## config.mk

```make
export PLATFORM = sky130hd
export DESIGN_NAME = row_pkt_serializer
export DESIGN_NICKNAME = d
export VERILOG_FILES = /design/src/rtl/row_pkt_serializer.sv
export SDC_FILE = /design/constraint.sdc
export NUM_CORES = 1
export LEC_CHECK = 0
export ABC_AREA = 1
export BUFFER_PORTS_ARGS = -buffer_cell sky130_fd_sc_hd__buf_2
export CORE_MARGIN = 2
export CORE_UTILIZATION = 38
export CTS_BUF_LIST = sky130_fd_sc_hd__clkbuf_4 sky130_fd_sc_hd__clkbuf_8 sky130_fd_sc_hd__clkbuf_16
export CTS_CLUSTER_DIAMETER = 150
export DETAILED_ROUTE_END_ITERATION = 8
export SYNTH_ARGS = -nofsm -noshare
export SYNTH_HDL_FRONTEND = slang
export SYNTH_SLANG_ARGS = --single-unit
export TNS_END_PERCENT = 10
```

## constraint.sdc

```tcl
create_clock -name clk -period 2.5 [get_ports clk]
set_input_delay 0.5 -clock clk [delete_from_list [all_inputs] [get_ports clk]]
set_output_delay 0.5 -clock clk [all_outputs]
set_load 0.005 [all_outputs]
```

## src/rtl/row_pkt_serializer.sv

```systemverilog
module row_pkt_serializer #(
  parameter int ROW_BITS  = 256,
  parameter int WORD_BITS = 16,
  parameter int ROWS      = 32768,
  parameter int PIPE_W    = 4,
  parameter int PIPE_ID   = 3
) (
  input  logic                 clk,
  input  logic                 rst_n,
  input  logic                 start,
  input  logic                 row_valid,
  input  logic [ROW_BITS-1:0]  row_data,
  output logic                 row_ready,
  output logic                 out_valid,
  output logic [WORD_BITS-1:0] out_data,
  output logic                 out_sop,
  output logic                 out_eop,
  output logic [PIPE_W-1:0]    out_pipe,
  input  logic                 out_ready,
  output logic                 busy,
  output logic                 done
);
  localparam int WPR = ROW_BITS / WORD_BITS;
  localparam int WIW = $clog2(WPR);
  localparam int RCW = $clog2(ROWS);

  logic                active, loaded, done_q;
  logic [ROW_BITS-1:0] shreg;
  logic [WIW-1:0]      widx;
  logic [RCW-1:0]      rcnt;

  wire take_row  = row_valid & row_ready;
  wire take_word = out_valid & out_ready;
  wire last_word = widx == WIW'(WPR - 1);
  wire last_row  = rcnt == RCW'(ROWS - 1);

  assign row_ready = active & ~loaded;
  assign out_valid = loaded;
  assign out_data  = shreg[ROW_BITS-1 -: WORD_BITS];
  assign out_sop   = loaded & (widx == '0);
  assign out_eop   = loaded & last_word;
  assign out_pipe  = PIPE_W'(PIPE_ID);
  assign busy      = active;
  assign done      = done_q;

  always_ff @(posedge clk) begin
    if (!rst_n) begin
      active <= 1'b0;
      loaded <= 1'b0;
      done_q <= 1'b0;
      shreg  <= '0;
      widx   <= '0;
      rcnt   <= '0;
    end else begin
      done_q <= 1'b0;
      if (start && !active) begin
        active <= 1'b1;
        rcnt   <= '0;
      end
      if (take_row) begin
        shreg  <= row_data;
        loaded <= 1'b1;
        widx   <= '0;
      end else if (take_word) begin
        shreg <= shreg << WORD_BITS;
        widx  <= widx + 1'b1;
        if (last_word) begin
          loaded <= 1'b0;
          rcnt   <= rcnt + 1'b1;
          if (last_row) begin
            active <= 1'b0;
            done_q <= 1'b1;
          end
        end
      end
    end
  end

  assert_row_gate_R5: assert property (@(posedge clk) disable iff (!rst_n)
    row_ready |-> !out_valid);

  assert_row_starts_pkt_R4: assert property (@(posedge clk) disable iff (!rst_n)
    take_row |=> out_valid && out_sop);

  assert_stall_hold_R6: assert property (@(posedge clk) disable iff (!rst_n)
    out_valid && !out_ready |=> out_valid && $stable(out_data));

  assert_eop_drains_R3: assert property (@(posedge clk) disable iff (!rst_n)
    take_word && out_eop |=> !out_valid);

  assert_done_idle_R8: assert property (@(posedge clk) disable iff (!rst_n)
    done |-> !busy && !row_ready);

  assert_done_single_R8: assert property (@(posedge clk) disable iff (!rst_n)
    done |=> !done);
endmodule

```

==> results of run 1 <==
-- Yosys cell counts --
library cell	instances	area (um^2)
sky130_fd_sc_hd__a211oi_1	1	7.51
sky130_fd_sc_hd__buf_4	47	353
sky130_fd_sc_hd__nor3_1	11	55.1
sky130_fd_sc_hd__a31oi_1	241	1510
sky130_fd_sc_hd__nand3b_1	1	7.51
sky130_fd_sc_hd__nor2_2	2	12.5
sky130_fd_sc_hd__conb_1	2	7.51
sky130_fd_sc_hd__inv_1	21	78.8
sky130_fd_sc_hd__a21oi_1	30	150
sky130_fd_sc_hd__buf_2	44	220
sky130_fd_sc_hd__nand2_4	1	11.3
sky130_fd_sc_hd__clkbuf_1	25	93.8
sky130_fd_sc_hd__nand2_1	790	2970
sky130_fd_sc_hd__ha_1	3	37.5
sky130_fd_sc_hd__o21ai_0	8	40.0
sky130_fd_sc_hd__buf_6	15	169
sky130_fd_sc_hd__clkinv_2	1	5.00
sky130_fd_sc_hd__nor2_1	21	78.8
sky130_fd_sc_hd__nand3_1	17	85.1
sky130_fd_sc_hd__nand2_2	1	6.26
sky130_fd_sc_hd__nor3_2	1	10.0
sky130_fd_sc_hd__nand4_1	4	25.0
sky130_fd_sc_hd__dfxtp_1	278	5570
sky130_fd_sc_hd__and3_2	1	7.51
sky130_fd_sc_hd__nand4_4	1	21.3
sky130_fd_sc_hd__inv_2	3	11.3
sky130_fd_sc_hd__a21oi_4	1	16.3
sky130_fd_sc_hd__buf_1	2	7.51
sky130_fd_sc_hd__clkinv_1	1	3.75
sky130_fd_sc_hd__and3_1	1	6.26
sky130_fd_sc_hd__xor2_1	1	8.76
-- area by class of cell --
type / instances / area (um^2)
inverter: 26 / 129
timing repair buffer: 312 / 1820
multi-input combinational: 1141 / 5070
antenna: 3 / 7.51
fill: 3085 / 15700
clock inverter: 12 / 91.3
tap: 390 / 488
clock buffer: 46 / 932
sequential: 278 / 5570
-- flip-flops by register name, summed over array words and instances (netlist names) --
register   flops
shreg        256
done           1
busy           1
out_valid      1
widx           4
rcnt          15
-- stage by stage --
| step | power (mW) | area [um^2] | worst slack, ps | hold slack [ps] |
|---|---|---|---|---|
| floorplan | 5.36 | 11600 | 1040 | 439 |
| global placement | 5.73 | 13100 | 586 | 449 |
| detailed placement | 5.74 | 13100 | 557 | 456 |
| CTS | 10.3 | 14100 | 267 | 174 |
| global route | 10.5 | 14100 | 180 | 186 |
| finish | 10.1 | 14100 | 328 | 198 |
-- cells by family (layout without fill, tap and decap cells) --
group	count (synthesis)	count (layout)	synth area share
buf+inv	159	396	0.0814
compound gates	281	281	0.149
simple gates	852	852	0.284
flops	278	278	0.481
xor+xnor	1	1	0.000757
fa+ha+maj	3	3	0.00324
other cells	2	7	0.000649
-- cell usage in the layout (no fill, tap or decap), types with 2 or more instances in the layout --
| master | netlist | routed |
|---|---|---|
| sky130_fd_sc_hd__clkinv_2 | 1 | 10 |
| sky130_fd_sc_hd__dfxtp_1 | 278 | 278 |
| sky130_fd_sc_hd__inv_8 | 0 | 4 |
| sky130_fd_sc_hd__nor2_1 | 21 | 21 |
| sky130_fd_sc_hd__buf_4 | 47 | 15 |
| sky130_fd_sc_hd__nand3_1 | 17 | 17 |
| sky130_fd_sc_hd__inv_1 | 21 | 20 |
| sky130_fd_sc_hd__diode_2 | 0 | 3 |
| sky130_fd_sc_hd__nand4_1 | 4 | 4 |
| sky130_fd_sc_hd__buf_2 | 44 | 282 |
| sky130_fd_sc_hd__clkbuf_4 | 0 | 8 |
| sky130_fd_sc_hd__o21ai_0 | 8 | 8 |
| sky130_fd_sc_hd__conb_1 | 2 | 4 |
| sky130_fd_sc_hd__a21oi_1 | 30 | 30 |
| sky130_fd_sc_hd__clkbuf_8 | 0 | 7 |
| sky130_fd_sc_hd__clkbuf_16 | 0 | 31 |
| sky130_fd_sc_hd__a31oi_1 | 241 | 241 |
| sky130_fd_sc_hd__ha_1 | 3 | 3 |
| sky130_fd_sc_hd__nand2_1 | 790 | 790 |
| sky130_fd_sc_hd__nor2_2 | 2 | 2 |
| sky130_fd_sc_hd__nor3_1 | 11 | 11 |
| sky130_fd_sc_hd__buf_12 | 0 | 15 |
-- worst max-delay path by stage --
stage,slack [ps],end
global placement,590,shreg[95]
floorplan,1040,rcnt[6]
detailed placement,560,shreg[186]
CTS,270,out_eop
finish,330,out_eop
global route,180,out_eop
-- per-layer routing --
metal | wire length, um | vias to the layer above | GRT usage
met5 | 52 | - | 0
met4 | 761 | 8 | 0.0512
met3 | 2370 | 54 | 0.0339
met2 | 15500 | 363 | 0.338
met1 | 15000 | 5121 | 0.278
li1 | - | 5630 | -
-- where the power goes --
part / internal (mW) / switching (mW)
Clock: 2.68 / 1.82
Combinational: 0.377 / 0.535
Sequential: 4.62 / 0.110
-- critical path: cells and delay by family (launching register included) --
family	cells	cell delay [ps]
fa+ha+maj	1	200
buf+inv	1	160
flops	1	360
simple gates	2	410
==> impl_summary.txt, run 1 <==
----------------------------------------------------
[Run status]
  Result of the run ... complete, no violations

[Drt]
  Wire length after detailed routing ... 33,600 um
  Vias per std cell ... 5.06
  Number of detailed-route iterations in the first pass ... 5
  Count of routing violations after the opening detailed-route iteration ... 812
  Remaining routing DRC violations ... 0
  Routed WL per cell ... 15.2 um
  Via Count ... 11,200
  Remaining antenna violation count after routing ... 0

[Floorplanning]
  Horiz. Die Dim ... 179 um
  Area enclosed by the die boundary ... 31,900 um^2
  Number of rows in the core area ... 63
  Top-Level Pins ... 287
  Initial Utilization ... 0.388
  Placeable core region ... 29,800 um^2
  Die height ... 179 um

[Clocking]
  Buffers inserted by post-CTS timing repair ... 0
  Maximum number of buffers from clock root to sink ... 3
  # resized after CTS ... 0
  CTS sink cnt ... 278
  Root buffer selected by CTS ... sky130_fd_sc_hd__clkbuf_16
  Total number of H-tree levels ... 1
  CTS Buf Count ... 31
  Clock latency of the later-clocked register in the worst-skew pair ... 550 ps
  Reg clk slew, reported paths ... 60 ps
  TritonCTS clock tree ... done
  Hold bufs inserted after CTS ... 0

[Timing]
  RSZ-0062 raised after global routing ... no
  Final worst clock skew ... 11.0 ps
  Final setup violating endpoints ... 0
  Measured slew at the worst slew-check pin ... 555 ps
  Final critical-path required period ... 2170 ps
  Final number of hold-violating endpoints ... 0
  Final-report max-slew violation count ... 0
  Setup TNS Final ... 0 ps
  Final cycle utilization of the critical path ... 0.869
  Max-slew headroom at the worst pin ... 0.630
  Highest attainable clock frequency ... 460 MHz

[Worst hold path]
  Hold-critical path endpoint ... shreg[13]
  Hold Startpoint ... row_data[13]
  Hold crit path type ... primary input to register
  Number of cells on the worst hold path ... 3

[Worst setup path]
  Slowest stage cell on the critical path ... sky130_fd_sc_hd__dfxtp_1
  FF-to-FF setup slack ... 600 ps
  Worst EP required ... 2000 ps
  Startpoint kind of the worst setup timing path ... register
  Worst EP arrival ... 1670 ps
  Source of the worst register-to-register timing path ... out_valid
  Type of destination of the critical path ... primary output
  Capture point of the worst reg-to-reg path ... shreg[186]
  Critical path class ... register to primary output
  Cell-by-cell trace of the critical path ... ha_1 -> nand3_1 -> nor2_1 -> buf_2
  Number of cells on the worst reg-to-reg path ... 7
  Worst path max stage delay ... 360 ps
  CP Max Fanout ... 6
  Critical path origin ... widx[1]

[Pwr]
  LEAKAGE ... 5.20 nW
  Pwr per Cell Area ... 718 nW/um^2
  Peak VDD IR ... 0.499 mV

[Placed design]
  RePlAce Congestion ... 0.849
  # port buffers ... 282
  Post-detailed-placement half-perimeter wirelength ... 23,400 um
  Number of placed instances, taps included ... 2,147

[Logic synthesis]
  Mapped Cells ... 1,576
  #FFs+latches synth ... 278
  Mean instance size in the synthesized netlist ... 7.34 um^2
  Sequential fraction of the synthesis area ... 0.481
  Distinct cell type count of the synthesized netlist ... 31
  Cell area after technology mapping ... 11,600 um^2
  Total of warnings raised by yosys ... 0

[GRT]
  Maximum number of pins on one net before global-route repair ... 88
  Wire length of the first global-routing pass ... 53,200 um
  Via count of the first global-routing pass ... 10,500
  Sum of overflow across all layers after global routing ... 0
  Number of antenna violations at the first check in global routing ... 6
  Aggregate global-route resource usage ... 0.204

[Final layout]
  Share of post-route cells with drive strength above 1 ... 0.212
  Final layout net count ... 2,054
  Final core area utilization ... 0.474
  Area growth syn-to-layout ... 21.9%
  Fin cells ... 2,208

[Flow run]
  Max-capacitance violation count ... 0

----------------------------------------------------
No activity file was read; power rests on OpenSTA's default activity.
==> run 2: changes to the inputs <==
--- a/config.mk
+++ b/config.mk
@@ -7,6 +7,7 @@
 export LEC_CHECK = 0
 export ABC_AREA = 1
 export BUFFER_PORTS_ARGS = -buffer_cell sky130_fd_sc_hd__buf_2
+export CORE_ASPECT_RATIO = 1.1
 export CORE_MARGIN = 2
 export CORE_UTILIZATION = 38
 export CTS_BUF_LIST = sky130_fd_sc_hd__clkbuf_4 sky130_fd_sc_hd__clkbuf_8 sky130_fd_sc_hd__clkbuf_16
==> impl_summary.txt, run 2 (synthesis results as in run 1) <==
----------------------------------------------------
[Placed design]
  Post-detailed-placement half-perimeter wirelength ... 23,800 um
  # port buffers ... 282
  RePlAce Congestion ... 0.815
  Setup slack at placement ... 585 ps
  Total placed instance area ... 13,100 um^2

[Timing]
  Measured slew at the worst slew-check pin ... 626 ps
  Highest attainable clock frequency ... 466 MHz
  Final critical-path setup slack ... 356 ps
  Final-report max-slew violation count ... 0
  Final critical-path required period ... 2140 ps
  Final worst clock skew ... 14.3 ps
  RSZ-0062 raised after global routing ... no
  Setup TNS Final ... 0 ps
  Final setup violating endpoints ... 0
  Final number of hold-violating endpoints ... 0
  Max-slew headroom at the worst pin ... 0.583
  Final cycle utilization of the critical path ... 0.858

[Clocking]
  Clock latency of the later-clocked register in the worst-skew pair ... 540 ps
  Reg clk slew, reported paths ... 60 ps
  Total number of H-tree levels ... 1
  Root buffer selected by CTS ... sky130_fd_sc_hd__clkbuf_16
  TritonCTS clock tree ... done
  Buffers inserted by post-CTS timing repair ... 0
  Maximum number of buffers from clock root to sink ... 3
  Hold bufs inserted after CTS ... 0
  CTS sink cnt ... 278
  # resized after CTS ... 0
  CTS Buf Count ... 30

[Worst setup path]
  Type of destination of the critical path ... primary output
  Cell-by-cell trace of the critical path ... ha_1 -> nand3_1 -> nor2_1 -> buf_2
  CP Max Fanout ... 6
  Number of cells on the worst reg-to-reg path ... 8
  Critical path class ... register to primary output
  Worst path max stage delay ... 360 ps
  Startpoint kind of the worst setup timing path ... register
  CP Buf/Inv Count ... 1
  Slowest stage cell on the critical path ... sky130_fd_sc_hd__dfxtp_1
  Worst EP arrival ... 1640 ps
  Capture point of the worst reg-to-reg path ... shreg[29]
  FF-to-FF setup slack ... 660 ps
  Worst EP required ... 2000 ps
  Worst path top cell family by delay ... simple AND/OR/NAND/NOR gates
  Source of the worst register-to-register timing path ... busy

[Final layout]
  Largest registers ranked by flip-flop count ... shreg x256, rcnt x15, widx x4
  Final layout net count ... 2,050
  Flip-flop count of the largest register, all copies and words added ... 256
  Share of post-route cells with drive strength above 1 ... 0.208
  Most common library cell in the layout ignoring fill and taps ... sky130_fd_sc_hd__nand2_1
  Total area of sequential cells ... 5570 um^2
  Combined area of the multi-input logic cells ... 5070 um^2
  Largest reg by FF count ... shreg
  Most frequent cells in the layout ... sky130_fd_sc_hd__nand2_1, sky130_fd_sc_hd__buf_2, sky130_fd_sc_hd__dfxtp_1
  Filler Cell Count ... 3,124
  Area growth syn-to-layout ... 21.4%
  Cell area after layout ... 14,100 um^2

[GRT]
  Via count of the first global-routing pass ... 10,600
  Aggregate global-route resource usage ... 0.209
  Wire length of the first global-routing pass ... 54,200 um
  Maximum number of pins on one net before global-route repair ... 99
  Number of antenna violations at the first check in global routing ... 8
  Sum of overflow across all layers after global routing ... 0

[Drt]
  Count of routing violations after the opening detailed-route iteration ... 828
  Vias per std cell ... 4.98
  Number of detailed-route iterations in the first pass ... 7
  Remaining routing DRC violations ... 0
  Remaining antenna violation count after routing ... 0
  Via Count ... 11,100
  Routed WL per cell ... 15.3 um
  Wire length after detailed routing ... 34,100 um

[Pwr]
  Pwr per Cell Area ... 713 nW/um^2
  LEAKAGE ... 5.16 nW
  Peak VDD IR ... 0.398 mV

[Flow run]
  Max-capacitance violation count ... 0

[Floorplanning]
  Top-Level Pins ... 287
  Initial Utilization ... 0.382
  Placeable core region ... 30,300 um^2
  Horiz. Die Dim ... 170 um
  Die height ... 187 um
  Number of rows in the core area ... 67
  Area enclosed by the die boundary ... 31,900 um^2

[Run status]
  Result of the run ... complete, no violations

[Worst hold path]
  Number of cells on the worst hold path ... 3
  Hold crit path type ... primary input to register
  Hold-critical path endpoint ... shreg[7]
  Hold Startpoint ... row_data[7]

----------------------------------------------------
run 2: through the flow:
stage / instances / total power [mW] / hold WS [ps] / utilization
floorplan: 1578 / 5.36 / 439 / -
global placement: 2168 / 5.73 / 448 / 0.431
detailed placement: 2168 / 5.74 / 453 / 0.431
CTS: 2220 / 10.1 / 193 / 0.464
global route: 2223 / 10.5 / 204 / 0.464
finish: 2224 / 10.0 / 218 / 0.464
run 2: layout make-up:
class	instances	area share
clock buffers	45	0.0662
multi-input cells	1141	0.361
diodes	4	0.000712
inverters	26	0.00917
repair buffers	309	0.126
clock inverters	7	0.00445
well taps	414	0.0369
flip-flops and latches	278	0.396
run 2: layer usage:
layer | track usage | routed length [um] | up-vias
met5 | 0 | 22 | -
met4 | 0.0500 | 619 | 4
met3 | 0.0336 | 2200 | 47
met2 | 0.328 | 15100 | 395
met1 | 0.299 | 16200 | 5024
li1 | - | - | 5611
run 2: worst max path at each step:
stage,startpoint,endpoint,cells after the start
CTS,widx[0],out_eop,4
global route,widx[0],out_eop,4
floorplan,widx[0],rcnt[6],9
detailed placement,out_ready,shreg[57],7
finish,widx[0],out_eop,4
global placement,row_valid,shreg[44],7
run 2: worst reg2reg max path: stages, from the launching register on:
cell and delay [ps]:
sky130_fd_sc_hd__dfxtp_1 320, sky130_fd_sc_hd__inv_1 130, sky130_fd_sc_hd__nor2_2 50, sky130_fd_sc_hd__nand2_1 210
sky130_fd_sc_hd__nand2_1 190, sky130_fd_sc_hd__inv_8 310, sky130_fd_sc_hd__buf_12 300, sky130_fd_sc_hd__nand2_1 90
sky130_fd_sc_hd__a31oi_1 150
run 2: power by group:
part	leakage [nW]	internal, mW	switching, mW
logic	2.40	0.374	0.543
registers	2.26	4.62	0.104
clock network	0.501	2.65	1.73
